===== src/rtl/can_stop_pkg.sv =====
package can_stop_pkg;
  localparam int unsigned RESYNC_BITS = 11;
  typedef enum logic [1:0] {
    ST_RUN    = 2'd0,
    ST_RESYNC = 2'd1,
    ST_SEEK   = 2'd2,
    ST_STOP   = 2'd3
  } stop_state_e;
endpackage


===== src/rtl/can_rec_ctr.sv =====
module can_rec_ctr #(
  parameter int unsigned MAX = 11,
  localparam int unsigned W = $clog2(MAX + 1)
) (
  input  logic         clk_i,
  input  logic         rst_ni,
  input  logic         strobe_i,
  input  logic         rx_i,
  input  logic         clr_i,
  output logic [W-1:0] cnt_o,
  output logic         full_o
);
  logic [W-1:0] cnt_q;

  always_ff @(posedge clk_i or negedge rst_ni) begin
    if (!rst_ni)                  cnt_q <= '0;
    else if (clr_i)               cnt_q <= '0;
    else if (strobe_i) begin
      if (!rx_i)                  cnt_q <= '0;
      else if (cnt_q != W'(MAX))  cnt_q <= cnt_q + 1'b1;
    end
  end

  assign cnt_o  = cnt_q;
  assign full_o = (cnt_q == W'(MAX));


  cnt_sat_chk: assert property (@(posedge clk_i) disable iff (!rst_ni)
    cnt_q <= W'(MAX));

  dom_clear_chk: assert property (@(posedge clk_i) disable iff (!rst_ni)
    (strobe_i && !rx_i) |=> (cnt_q == '0));
endmodule


===== src/rtl/can_wake_edge.sv =====
module can_wake_edge (
  input  logic clk_i,
  input  logic rst_ni,
  input  logic strobe_i,
  input  logic rx_i,
  output logic fall_o
);
  logic prev_q;

  // Runs on the ungated clock so it stays live while stopped.
  always_ff @(posedge clk_i or negedge rst_ni) begin
    if (!rst_ni)       prev_q <= 1'b1;
    else if (strobe_i) prev_q <= rx_i;
  end

  assign fall_o = strobe_i & prev_q & ~rx_i;


  fall_prev_chk: assert property (@(posedge clk_i) disable iff (!rst_ni)
    fall_o |=> !prev_q);
endmodule


===== src/rtl/can_busoff_ctr.sv =====
module can_busoff_ctr #(
  parameter int unsigned LIMIT = 1408,
  localparam int unsigned W = $clog2(LIMIT + 1)
) (
  input  logic         clk_i,
  input  logic         rst_ni,
  input  logic         busoff_i,
  input  logic         run_i,
  input  logic         strobe_i,
  input  logic         rx_i,
  output logic [W-1:0] cnt_o
);
  logic [W-1:0] cnt_q;

  always_ff @(posedge clk_i or negedge rst_ni) begin
    if (!rst_ni)                                  cnt_q <= '0;
    else if (!busoff_i)                           cnt_q <= '0;
    else if (run_i && strobe_i && rx_i && cnt_q != W'(LIMIT))
                                                  cnt_q <= cnt_q + 1'b1;
  end

  assign cnt_o = cnt_q;


  frozen_chk: assert property (@(posedge clk_i) disable iff (!rst_ni)
    (busoff_i && !run_i) |=> (!busoff_i || cnt_q == $past(cnt_q)));

  limit_chk: assert property (@(posedge clk_i) disable iff (!rst_ni)
    cnt_q <= W'(LIMIT));
endmodule


===== src/rtl/can_stop_seq.sv =====
module can_stop_seq
  import can_stop_pkg::*;
#(
  parameter int unsigned REC_BITS     = RESYNC_BITS,
  parameter int unsigned BUSOFF_LIMIT = 1408,
  localparam int unsigned RW = $clog2(REC_BITS + 1),
  localparam int unsigned BW = $clog2(BUSOFF_LIMIT + 1)
) (
  input  logic          clk_i,
  input  logic          rst_ni,
  input  logic          cfg_we_i,
  input  logic          cfg_stop_i,
  input  logic          cfg_self_wake_i,
  input  logic          wake_mask_i,
  input  logic          halt_i,
  input  logic          busoff_i,
  input  logic          core_idle_i,
  input  logic          bit_strobe_i,
  input  logic          rx_i,
  output logic          stop_o,
  output logic          self_wake_o,
  output logic          stop_ack_o,
  output logic          not_rdy_o,
  output logic          core_clk_en_o,
  output logic          wake_int_o,
  output logic          rx_only_start_o,
  output logic [BW-1:0] busoff_cnt_o
);
  stop_state_e state_q, state_d;
  logic          stop_q, self_wake_q, wake_evt_q;
  logic          rx_fall, wake_hit, rec_full, rec_clr;
  logic [RW-1:0] rec_cnt;

  can_wake_edge i_edge (
    .clk_i   (clk_i),
    .rst_ni  (rst_ni),
    .strobe_i(bit_strobe_i),
    .rx_i    (rx_i),
    .fall_o  (rx_fall)
  );

  can_rec_ctr #(.MAX(REC_BITS)) i_rec (
    .clk_i   (clk_i),
    .rst_ni  (rst_ni),
    .strobe_i(bit_strobe_i),
    .rx_i    (rx_i),
    .clr_i   (rec_clr),
    .cnt_o   (rec_cnt),
    .full_o  (rec_full)
  );

  can_busoff_ctr #(.LIMIT(BUSOFF_LIMIT)) i_busoff (
    .clk_i   (clk_i),
    .rst_ni  (rst_ni),
    .busoff_i(busoff_i),
    .run_i   (core_clk_en_o),
    .strobe_i(bit_strobe_i),
    .rx_i    (rx_i),
    .cnt_o   (busoff_cnt_o)
  );

  assign wake_hit = stop_q & self_wake_q & rx_fall;
  assign rec_clr  = (state_q == ST_RUN) & stop_q & halt_i;

  assign not_rdy_o       = (state_q != ST_RUN) | halt_i;
  assign core_clk_en_o   = (state_q != ST_STOP);
  assign stop_ack_o      = (state_q == ST_STOP);
  assign stop_o          = stop_q;
  assign self_wake_o     = self_wake_q;
  assign rx_only_start_o = wake_evt_q;
  assign wake_int_o      = wake_evt_q & wake_mask_i;

  // Hardware wake wins over a same-cycle software write.
  always_ff @(posedge clk_i or negedge rst_ni) begin
    if (!rst_ni) begin
      stop_q      <= 1'b0;
      self_wake_q <= 1'b0;
      wake_evt_q  <= 1'b0;
    end else begin
      wake_evt_q <= wake_hit;
      if (wake_hit)      stop_q <= 1'b0;
      else if (cfg_we_i) stop_q <= cfg_stop_i;
      if (cfg_we_i) begin
        if (!cfg_self_wake_i)             self_wake_q <= 1'b0;
        else if (!stop_q && !not_rdy_o)   self_wake_q <= 1'b1;
      end
    end
  end

  always_comb begin
    state_d = state_q;
    unique case (state_q)
      ST_RUN:    if (stop_q) state_d = halt_i ? ST_RESYNC : ST_SEEK;
      ST_RESYNC: if (!stop_q) state_d = ST_RUN;
                 else if (rec_full) state_d = ST_SEEK;
      ST_SEEK:   if (!stop_q) state_d = ST_RUN;
                 else if (!wake_hit && (core_idle_i || rec_full)) state_d = ST_STOP;
      ST_STOP:   if (!stop_q) state_d = ST_RUN;
      default:   state_d = ST_RUN;
    endcase
  end

  always_ff @(posedge clk_i or negedge rst_ni) begin
    if (!rst_ni) state_q <= ST_RUN;
    else         state_q <= state_d;
  end


  ack_idle_chk: assert property (@(posedge clk_i) disable iff (!rst_ni)
    $rose(stop_ack_o) |-> $past(core_idle_i || rec_full));

  wake_clr_chk: assert property (@(posedge clk_i) disable iff (!rst_ni)
    wake_hit |=> !stop_o);

  early_cancel_chk: assert property (@(posedge clk_i) disable iff (!rst_ni)
    (!stop_ack_o && wake_hit) |=> !stop_ack_o);

  sw_ignore_chk: assert property (@(posedge clk_i) disable iff (!rst_ni)
    (cfg_we_i && (stop_q || not_rdy_o) && !self_wake_q) |=> !self_wake_o);

  resume_chk: assert property (@(posedge clk_i) disable iff (!rst_ni)
    (stop_ack_o && !stop_q) |=> core_clk_en_o);

  wake_int_chk: assert property (@(posedge clk_i) disable iff (!rst_ni)
    wake_int_o |-> ($past(stop_q) && !stop_q));
endmodule


===== config.mk =====
export PLATFORM = sky130hd
export DESIGN_NAME = can_stop_seq
export DESIGN_NICKNAME = d
export VERILOG_FILES = /design/src/rtl/can_stop_pkg.sv /design/src/rtl/can_rec_ctr.sv /design/src/rtl/can_wake_edge.sv /design/src/rtl/can_busoff_ctr.sv /design/src/rtl/can_stop_seq.sv
export SDC_FILE = /design/constraint.sdc
export NUM_CORES = 1
export LEC_CHECK = 0
export ABC_AREA = 1
export BUFFER_PORTS_ARGS = -buffer_cell sky130_fd_sc_hd__buf_2
export CAP_MARGIN = 20
export CORE_UTILIZATION = 42
export CTS_CLUSTER_SIZE = 28
export DETAILED_ROUTE_END_ITERATION = 12
export PLACE_DENSITY = 0.6
export SLEW_MARGIN = 40
export SYNTH_ARGS = -nofsm -noshare
export SYNTH_HDL_FRONTEND = slang
export SYNTH_HIERARCHICAL = 1
export SYNTH_SLANG_ARGS = --single-unit

===== constraint.sdc =====
create_clock -name clk_i -period 2.1 [get_ports clk_i]
set_input_delay 0.63 -clock clk_i [delete_from_list [all_inputs] [get_ports clk_i]]
set_output_delay 0.63 -clock clk_i [all_outputs]
set_load 0.01 [all_outputs]

# Yosys cells after proc, flatten, opt, wreduce, memory -nomap -nowiden
# Cells that the tools add are included.
[word_totals]
inputBits = 11
out_inout_bits = 18
elab_cells = 66
register_bits = 21
[classes]
n_eq_ne = 14
bitwise_logic = 9
addsub = 2
reduce_logical = 16
mux = 18
[ops]
columns = ["operator", "count"]
rows = [
  ["$mux W11", 2],
  ["$mux W4", 4],
  ["$mux W2", 7],
  ["$add A11 B1 Y11 const B", 1],
  ["$ne A11 B11 Y1 const B", 1],
  ["$pmux W2 S4", 1],
  ["$and A1 B1 Y1", 7],
  ["$ne A2 B2 Y1 const B", 3],
  ["$ne A3 B3 Y1 const B", 2],
  ["$reduce_bool A2 Y1", 3],
  ["$logic_and A1 B1 Y1", 5],
  ["$add A4 B1 Y4 const B", 1],
  ["$eq A2 B2 Y1 const B", 2],
  ["$eq A4 B4 Y1 const B", 1],
  ["$mux W1", 4],
  ["$ne A2 B1 Y1 const B", 2],
  ["$ne A4 B4 Y1 const B", 1],
  ["$reduce_and A2 Y1", 2],
  ["$reduce_and A4 Y1", 1],
  ["$logic_not A1 Y1", 3],
  ["$ne A3 B1 Y1 const B", 1],
  ["$eq A2 B1 Y1 const B", 1],
  ["$logic_not A2 Y1", 1],
  ["$logic_or A1 B1 Y1", 1],
  ["2 further kinds", 2],
]

# Longest topological paths before layout
# Gate-level depths: netlist (run 1).
[depth]
ltp_word = 8
ltp_mapped = 10
ltp_nobuf = 10

# Cells and area by module
# The synthesis (run 1) kept the hierarchy.
[modules_own_cells]
columns = ["module", "n_inst", "area_per_inst_um2", "seq_area_each_um2", "cells_per_inst"]
rows = [
  ["can_busoff_ctr", 1, 787.0, 275.3, 105],
  ["can_stop_seq", 1, 316.6, 125.1, 50],
  ["can_rec_ctr", 1, 266.5, 100.1, 40],
  ["can_wake_edge", 1, 48.8, 26.3, 7],
]

# Worst setup path before layout (run 1)
# OpenSTA, ideal clock, no wires.
[synth_timing]
path_type = "input-to-output"
start = "input halt_i"
end = "output not_rdy_o"
slack_ps = 699
arrival_ps = 771
cell_stages = 2
path_buffers = 0
required_time_ps = 1470
cell_sequence = "inv_1 > nand2_1"
[synth_between]
elab_chain_len = 1
[synth_lines]
columns = ["item", "line", "rtl"]
rows = [
  ["from (decl)", "can_stop_seq.sv:15", "input logic halt_i,"],
  ["$or A1 B1 Y1", "can_stop_seq.sv:65", "assign not_rdy_o = (state_q != ST_RUN) | halt_i;"],
  ["to (decl)", "can_stop_seq.sv:23", "output logic not_rdy_o,"],
]
# No other way between the ends.

# Worst setup path in the final report (run 1)
[layout_timing]
start = "register state_q[1]"
end = "output not_rdy_o"
[layout_between]
elab_chain_len = 2
[layout_lines]
columns = ["item", "line", "rtl"]
rows = [
  ["from (decl)", "can_stop_seq.sv:29", "stop_state_e state_q, state_d;"],
  ["from (signal assigned)", "can_stop_seq.sv:105", "else state_q <= state_d;"],
  ["$reduce_bool A2 Y1", "can_stop_seq.sv:65", ""],
  ["$or A1 B1 Y1", "can_stop_seq.sv:65", ""],
]
# No other way between the ends.

==> key figures, run 1 <==
Layout
  • Layout cells sized above 1: around 22%
  • Fill cells: 317
  • Fin util: 51.0%
  • Final #Nets: between 200 and 250
  • Layout area overhead: 12.4%
  • Diodes inserted: 0

CTS
  • Skew-Pair Late Insertion Delay: approximately 0.3 ns
  • Hold buffer count at cts: 0
  • TritonCTS clock tree: done
  • Sink Count: 21
  • Cts repair resizes: 0
  • Worst-path clk slew: about 0.12 ns
  • CTS root buf: clkbuf_4
  • Total CTS buffers: 3
  • Setup Fix Bufs, Post-CTS: 0
  • Clk buf depth: 2
  • H-tree levels: 1

Worst setup path
  • Startpoint types: register
  • Flop-to-flop setup slack: a little under 0.6 ns
  • CP endpoint kind: output pin
  • Reg2reg path depth: 9
  • Critical Path Fanout Max: 5
  • CP Class: register to output pin
  • Worst path required time: 1.47 ns
  • Worst EP arrival: roughly 1.2 ns

Drt
  • Final wirelength: a little under 3 mm
  • Via count: between 1000 and 1500
  • Vias per cell: 4.77
  • Initial drt markers: between 70 and 80
  • Antenna-violating nets left: 0
  • Drt wl/cell: 10.8 microns
  • Drt first pass iters: 4
  • Drt drc: 0

Logic synthesis
  • Synth unique cells: 23
  • Post-Syn Area per Cell: 7.02 sq um
  • Synth Instances: roughly 200
  • Top-count cell post-synth: nand2_1
  • Post-synth top area share: between 30% and 40%
  • Syn_nets: 216
  • Synth async-reset ratio: 100%
  • Post-Syn Area: roughly 1400 sq um
  • Warnings, synthesis: 6
  • Seq/Total Area, Yosys: a little under two fifths
  • Number of flops mapped to enable cells by yosys: 0
  • Synth top area cells: dfrtp_1 35%, nand2_1 18%, inv_1 9.5%, nand3_1 6.3%, nand4_1 5.7%
  • Main synth FF type: dfrtp_1
  • Post-synth top area cell: dfrtp_1
  • Commonest cells in the netlist: 68 x nand2_1, 36 x inv_1, 20 x dfrtp_1
  • Synth Register Bits: 21

Power and ir drop
  • Switching share of power: a little over a third
  • Clock share of power: between 20% and 30%
  • VDD IR max: around 0.35 mV
  • Int Pwr: 0.000631 W
  • P_sw: roughly 0.00036 W
  • P_leak: 0.921 nW
  • Flop pwr share: between 50 and 60%
  • Logic pwr share: between 20% and 30%
  • Power, Total: about 0.00099 W
  • P per Cell Area: about 620 nW/um^2

Placed design
  • DP Worst Slack: 0.462 ns
  • Port bufs: 28
  • Hpwl dp: around 2.2 mm
  • GPL Wtd Cong: around 0.81

Job
  • Max-cap violations: 0

Floorplanning
  • Starting Density: around 45%
  • Die area: around 3600 sq um
  • Die width: 60.1 microns
  • Ports: 29
  • Core area: 3130 sq um
  • Die Y: between 60 and 70 microns
  • Row count: 20

Min path
  • HP Class: input port to async pin

Timing
  • # setup viols final: 0
  • RSZ-0062 raised after global routing: false
  • Final period util: approximately 87%
  • Worst-margin pin slew: roughly 0.5 ns
  • Achievable Freq: between 0.5 and 0.6 GHz
  • Final hold violations: 0
  • Minimum clock period: roughly 1.8 ns
  • Max-slew violations: 0
  • WHS: ~0.27 ns
  • Setup tns final: 0 ns
  • Final Skew: 0.00871 ns
  • Final WS setup: roughly 0.28 ns
  • Max_slew headroom: between 60% and 70%

Run status
  • Outcome: finished clean

Global routing
  • Final global-route overflow total: 0
  • First-pass GRT wire length: 5.14 mm
  • Vias in the first global route: about 1200
  • Largest net degree at the start of global routing: 22
  • Tot GR Track Use: between 10% and 20%
  • Initial antenna violation count: 0
==> metrics by stage <==
stage,area (sq um),cells
after floorplan,1420,202
after global placement,1570,270
after detailed placement,1570,270
after CTS,1600,274
after global routing,1600,274
final,1600,274
==> kinds of logic after synthesis <==
kind of cell,Yosys count,synth area share [%]
buffers and inverters,41,13.0
AND/OR/NAND/NOR,126,42.3
flip-flops,21,37.1
XOR/XNOR,1,0.617
AO/OA/AOI/OAI,10,4.32
adder cells (fa/ha/maj),3,2.65
==> critical path, cell delays in order, from the launching register on <==
cell and delay, ns:
dfrtp_1 0.46, nor2_2 0.20, nand2_1 0.09, buf_2 0.15
==> per-layer routing <==
metal / up-vias / GRT usage, % / wire [microns]
li1: 687 / - / -
met1: 593 / 25.0 / 1390
met2: 25 / 30.9 / 1440
met3: 2 / 2.81 / 100
met4: 0 / 7.31 / 17
met5: - / 0 / 0
==> registers in the layout, summed over array words and instances (netlist names) <==
name and cells:
i_busoff/cnt_o 11, i_edge/prev_q 1, i_rec/cnt_o 4, rx_only_start_o 1, self_wake_o 1, state_q 2, stop_o 1
==> layout make-up <==
class	instances	area, sq um	share of cell area [%]
Sequential cell	21	527	33.0
Clock buffer	4	26.3	1.65
Multi-Input combinational cell	140	708	44.4
Inverter	37	139	8.71
Tap cell	44	55.1	3.45
Timing Repair Buffer	28	140	8.78
==> final timing paths <==
kind / startpoint / to
setup / recovery: state_q[1] / not_rdy_o
hold / removal: rst_ni / i_busoff/cnt_o[2]
setup reg to reg: state_q[1] / i_rec/cnt_o[2]
hold reg to reg: i_edge/prev_q / i_edge/prev_q
max in group asynchronous: rst_ni / i_edge/prev_q
min in group clk_i: i_edge/prev_q / i_edge/prev_q
==> power groups by stage <==
| stage | Combinational [W] | Clock, W | Sequential, W |
|---|---|---|---|
| after floorplan | 0.000213 | 0 | 0.000502 |
| after global placement | 0.000287 | 0 | 0.000506 |
| after detailed placement | 0.000296 | 0 | 0.000507 |
| after CTS | 0.000295 | 0.000208 | 0.000502 |
| after global routing | 0.000341 | 0.000230 | 0.000508 |
| final | 0.000292 | 0.000199 | 0.000502 |
==> cells in the final DEF, fill, tap and decap left out, types with 2 or more instances in the layout <==
master / count
nor2_1: 10
nand4_1: 13
nand3_2: 3
nor2_2: 6
o21ai_0: 4
nand2_2: 4
or2_2: 2
dfrtp_1: 20
o21bai_1: 2
nand3_1: 18
buf_2: 28
ha_1: 3
inv_1: 36
clkbuf_4: 3
nand2_1: 68
Power figures use the tool's default switching activity.
==> run 2: changes to the inputs <==
--- a/config.mk
+++ b/config.mk
@@ -9,6 +9,7 @@
 export BUFFER_PORTS_ARGS = -buffer_cell sky130_fd_sc_hd__buf_2
 export CAP_MARGIN = 20
 export CORE_UTILIZATION = 42
+export CTS_BUF_LIST = sky130_fd_sc_hd__clkbuf_16
 export CTS_CLUSTER_SIZE = 28
 export DETAILED_ROUTE_END_ITERATION = 12
 export PLACE_DENSITY = 0.6
==> run 2 against run 1 <==
Effect of this change:
- die area stayed put
- final area up 3.3%
- wire length grew 0.78%
- core utilization grew 1.7 points
- count of clock-buffer cells in the layout is 1 lower
- register-to-register slack barely moved
- via count unchanged
- power is 20% higher
- sequential share of layout area is 1.1 points lower
- clock power increased by 100%
- fmax increased by 3.9%
- critical path depth unchanged
- critical endpoint unchanged
- largest power group unchanged
- highest routed layer unchanged
==> key figures, run 2 (synthesis results as in run 1) <==
Timing
  • Achievable Freq: 0.570 GHz (+3.9%)
  • Max_slew headroom: 66.8% (about the same)
  • Final hold violations: 0 (unchanged)
  • Final WS setup: 0.347 ns (+0.0680 ns)
  • Final Skew: 0.00475 ns (-0.00396 ns)
  • Max-slew violations: 0 (unchanged)
  • # setup viols final: 0 (unchanged)
  • Setup tns final: 0 ns (unchanged)
  • Minimum clock period: 1.75 ns (-0.0680 ns)
  • Final period util: 83.5% (-3.2 points)
  • RSZ-0062 raised after global routing: false
  • Worst-margin pin slew: 0.498 ns (-0.000839 ns)

CTS
  • Clk buf depth: 2 (unchanged)
  • Skew-Pair Late Insertion Delay: 0.25 ns (-0.05 ns)
  • CTS root buf: clkbuf_16
  • Cts repair resizes: 0 (unchanged)
  • TritonCTS clock tree: done
  • Hold buffer count at cts: 0 (unchanged)
  • Setup Fix Bufs, Post-CTS: 0 (unchanged)
  • Worst-path clk slew: 0.06 ns (-0.06 ns)
  • Total CTS buffers: 3 (unchanged)
  • Sink Count: 21 (unchanged)
  • H-tree levels: 1 (unchanged)

Power and ir drop
  • P_sw: 0.000384 W (+6.2%)
  • Clock share of power: 33.4% (+13 points)
  • P_leak: 0.948 nW (+3.0%)
  • P per Cell Area: 726 nW/um^2 (+17%)
  • Int Pwr: 0.000812 W (+29%)
  • Logic pwr share: 24.5% (-4.9 points)
  • VDD IR max: 0.412 mV (+19%)
  • Switching share of power: 32.1% (-4.3 points)
  • Flop pwr share: 42.1% (-8.5 points)

Floorplanning
  • Die area: 3610 sq um (unchanged)
  • Core area: 3130 sq um (unchanged)
  • Row count: 20 (unchanged)
  • Ports: 29 (unchanged)
  • Die width: 60.1 microns (unchanged)
  • Starting Density: 45.4% (unchanged)
  • Die Y: 60.1 microns (unchanged)

Layout
  • Design area: 1650 sq um (+3.3%)
  • Largest register FFs: 11 (unchanged)
  • Layout area overhead: 16.1%
  • Layout cells sized above 1: 22.2% (unchanged)
  • Diodes inserted: 0 (unchanged)
  • Leading cell type in the layout, fill and taps excluded: nand2_1
  • Final Non-Filler Cells: 274 (unchanged)
  • Most frequent cells in the layout: 68 x nand2_1, 37 x inv_1, 28 x buf_2
  • Final #Nets: 245 (unchanged)

Drt
  • Via count: 1307 (unchanged)
  • Final wirelength: 2.97 mm (+0.78%)
  • Initial drt markers: 74 (-3.9%)
  • Drt drc: 0 (unchanged)
  • Drt wl/cell: 10.8 microns (+0.78%)
  • Drt first pass iters: 4 (unchanged)
  • Antenna-violating nets left: 0 (unchanged)
  • Vias per cell: 4.77 (unchanged)

Worst setup path
  • CP endpoint kind: output pin
  • CP Class: register to output pin
  • Worst EP arrival: 1.12 ns (-0.07 ns)
  • Worst path cell trace: nor2_2, nand2_1, buf_2
  • Reg2reg path depth: 8 (-1)
  • Worst path required time: 1.47 ns (about the same)
  • Startpoint types: register
  • Worst path slowest cell: dfrtp_1
  • Slowest stage delay, CP: 0.44 ns (-0.02 ns)
  • Critical Path Fanout Max: 5 (unchanged)

Placed design
  • DP Worst Slack: 0.462 ns (unchanged)
  • GPL Wtd Cong: 0.806 (unchanged)
  • Hpwl dp: 2.24 mm (unchanged)
  • Placed cell count: 270 (unchanged)
  • Port bufs: 28 (unchanged)
  • Placed instance area: 1570 sq um (unchanged)

Global routing
  • Final global-route overflow total: 0 (unchanged)
  • Tot GR Track Use: 19.0% (+0.062 points)
  • Initial antenna violation count: 0 (unchanged)
  • Largest net degree at the start of global routing: 22 (unchanged)
  • Vias in the first global route: 1195 (-2.1%)
  • First-pass GRT wire length: 5.13 mm (-0.27%)

Min path
  • HP Class: input port to async pin

Run status
  • Outcome: finished clean

Job
  • Max-cap violations: 0 (unchanged)
## run 2: per-stage QoR
stage	hold slack, ns	power (W)	util (%)
2_1_floorplan	0.334	0.000715	-
4_1_cts	0.356	0.00121	52.7
5_1_grt	0.379	0.00128	52.7
6_report	0.335	0.00120	52.7
3_5_place_dp	0.454	0.000803	50.2
3_3_place_gp	0.449	0.000793	50.2
## run 2: area by class of cell
cell class,count,area [sq um]
clock buffer,3,75.1
sequential,21,527
inverter,37,139
timing repair buffer,28,140
clock inverter,1,3.75
multi-input combinational,140,708
tap,44,55.1
fill,308,1480
## run 2: power by group through the flow
stage          combinational, W  clock [W]  sequential (W)
6_report               0.000293   0.000400        0.000504
5_1_grt                0.000342   0.000427        0.000509
4_1_cts                0.000296   0.000410        0.000503
3_5_place_dp           0.000296          0        0.000507
3_3_place_gp           0.000287          0        0.000506
2_1_floorplan          0.000213          0        0.000502
## run 2: layer usage
layer	track usage (%)	vias up	part of all wire, %
met5	0	-	0
met4	7.97	0	0.57
met3	2.16	2	3.5
met2	31.4	23	49
met1	24.9	594	47
li1	-	688	-
## run 2: critical path, delay by kind of cell (launching register included)
kind,cells,cell delay (ns)
flip-flops,1,0.44
buffers and inverters,1,0.15
AND/OR/NAND/NOR,2,0.29
## run 2: final timing paths
path                                from           endpoint  slack, ns
max                           state_q[1]          not_rdy_o       0.35
min                               rst_ni  i_busoff/cnt_o[2]       0.34
max reg2reg                   state_q[1]     i_rec/cnt_o[0]       0.58
min reg2reg                i_edge/prev_q      i_edge/prev_q       0.46
max in group asynchronous         rst_ni      i_edge/prev_q       1.41
min in group clk_i         i_edge/prev_q      i_edge/prev_q       0.46
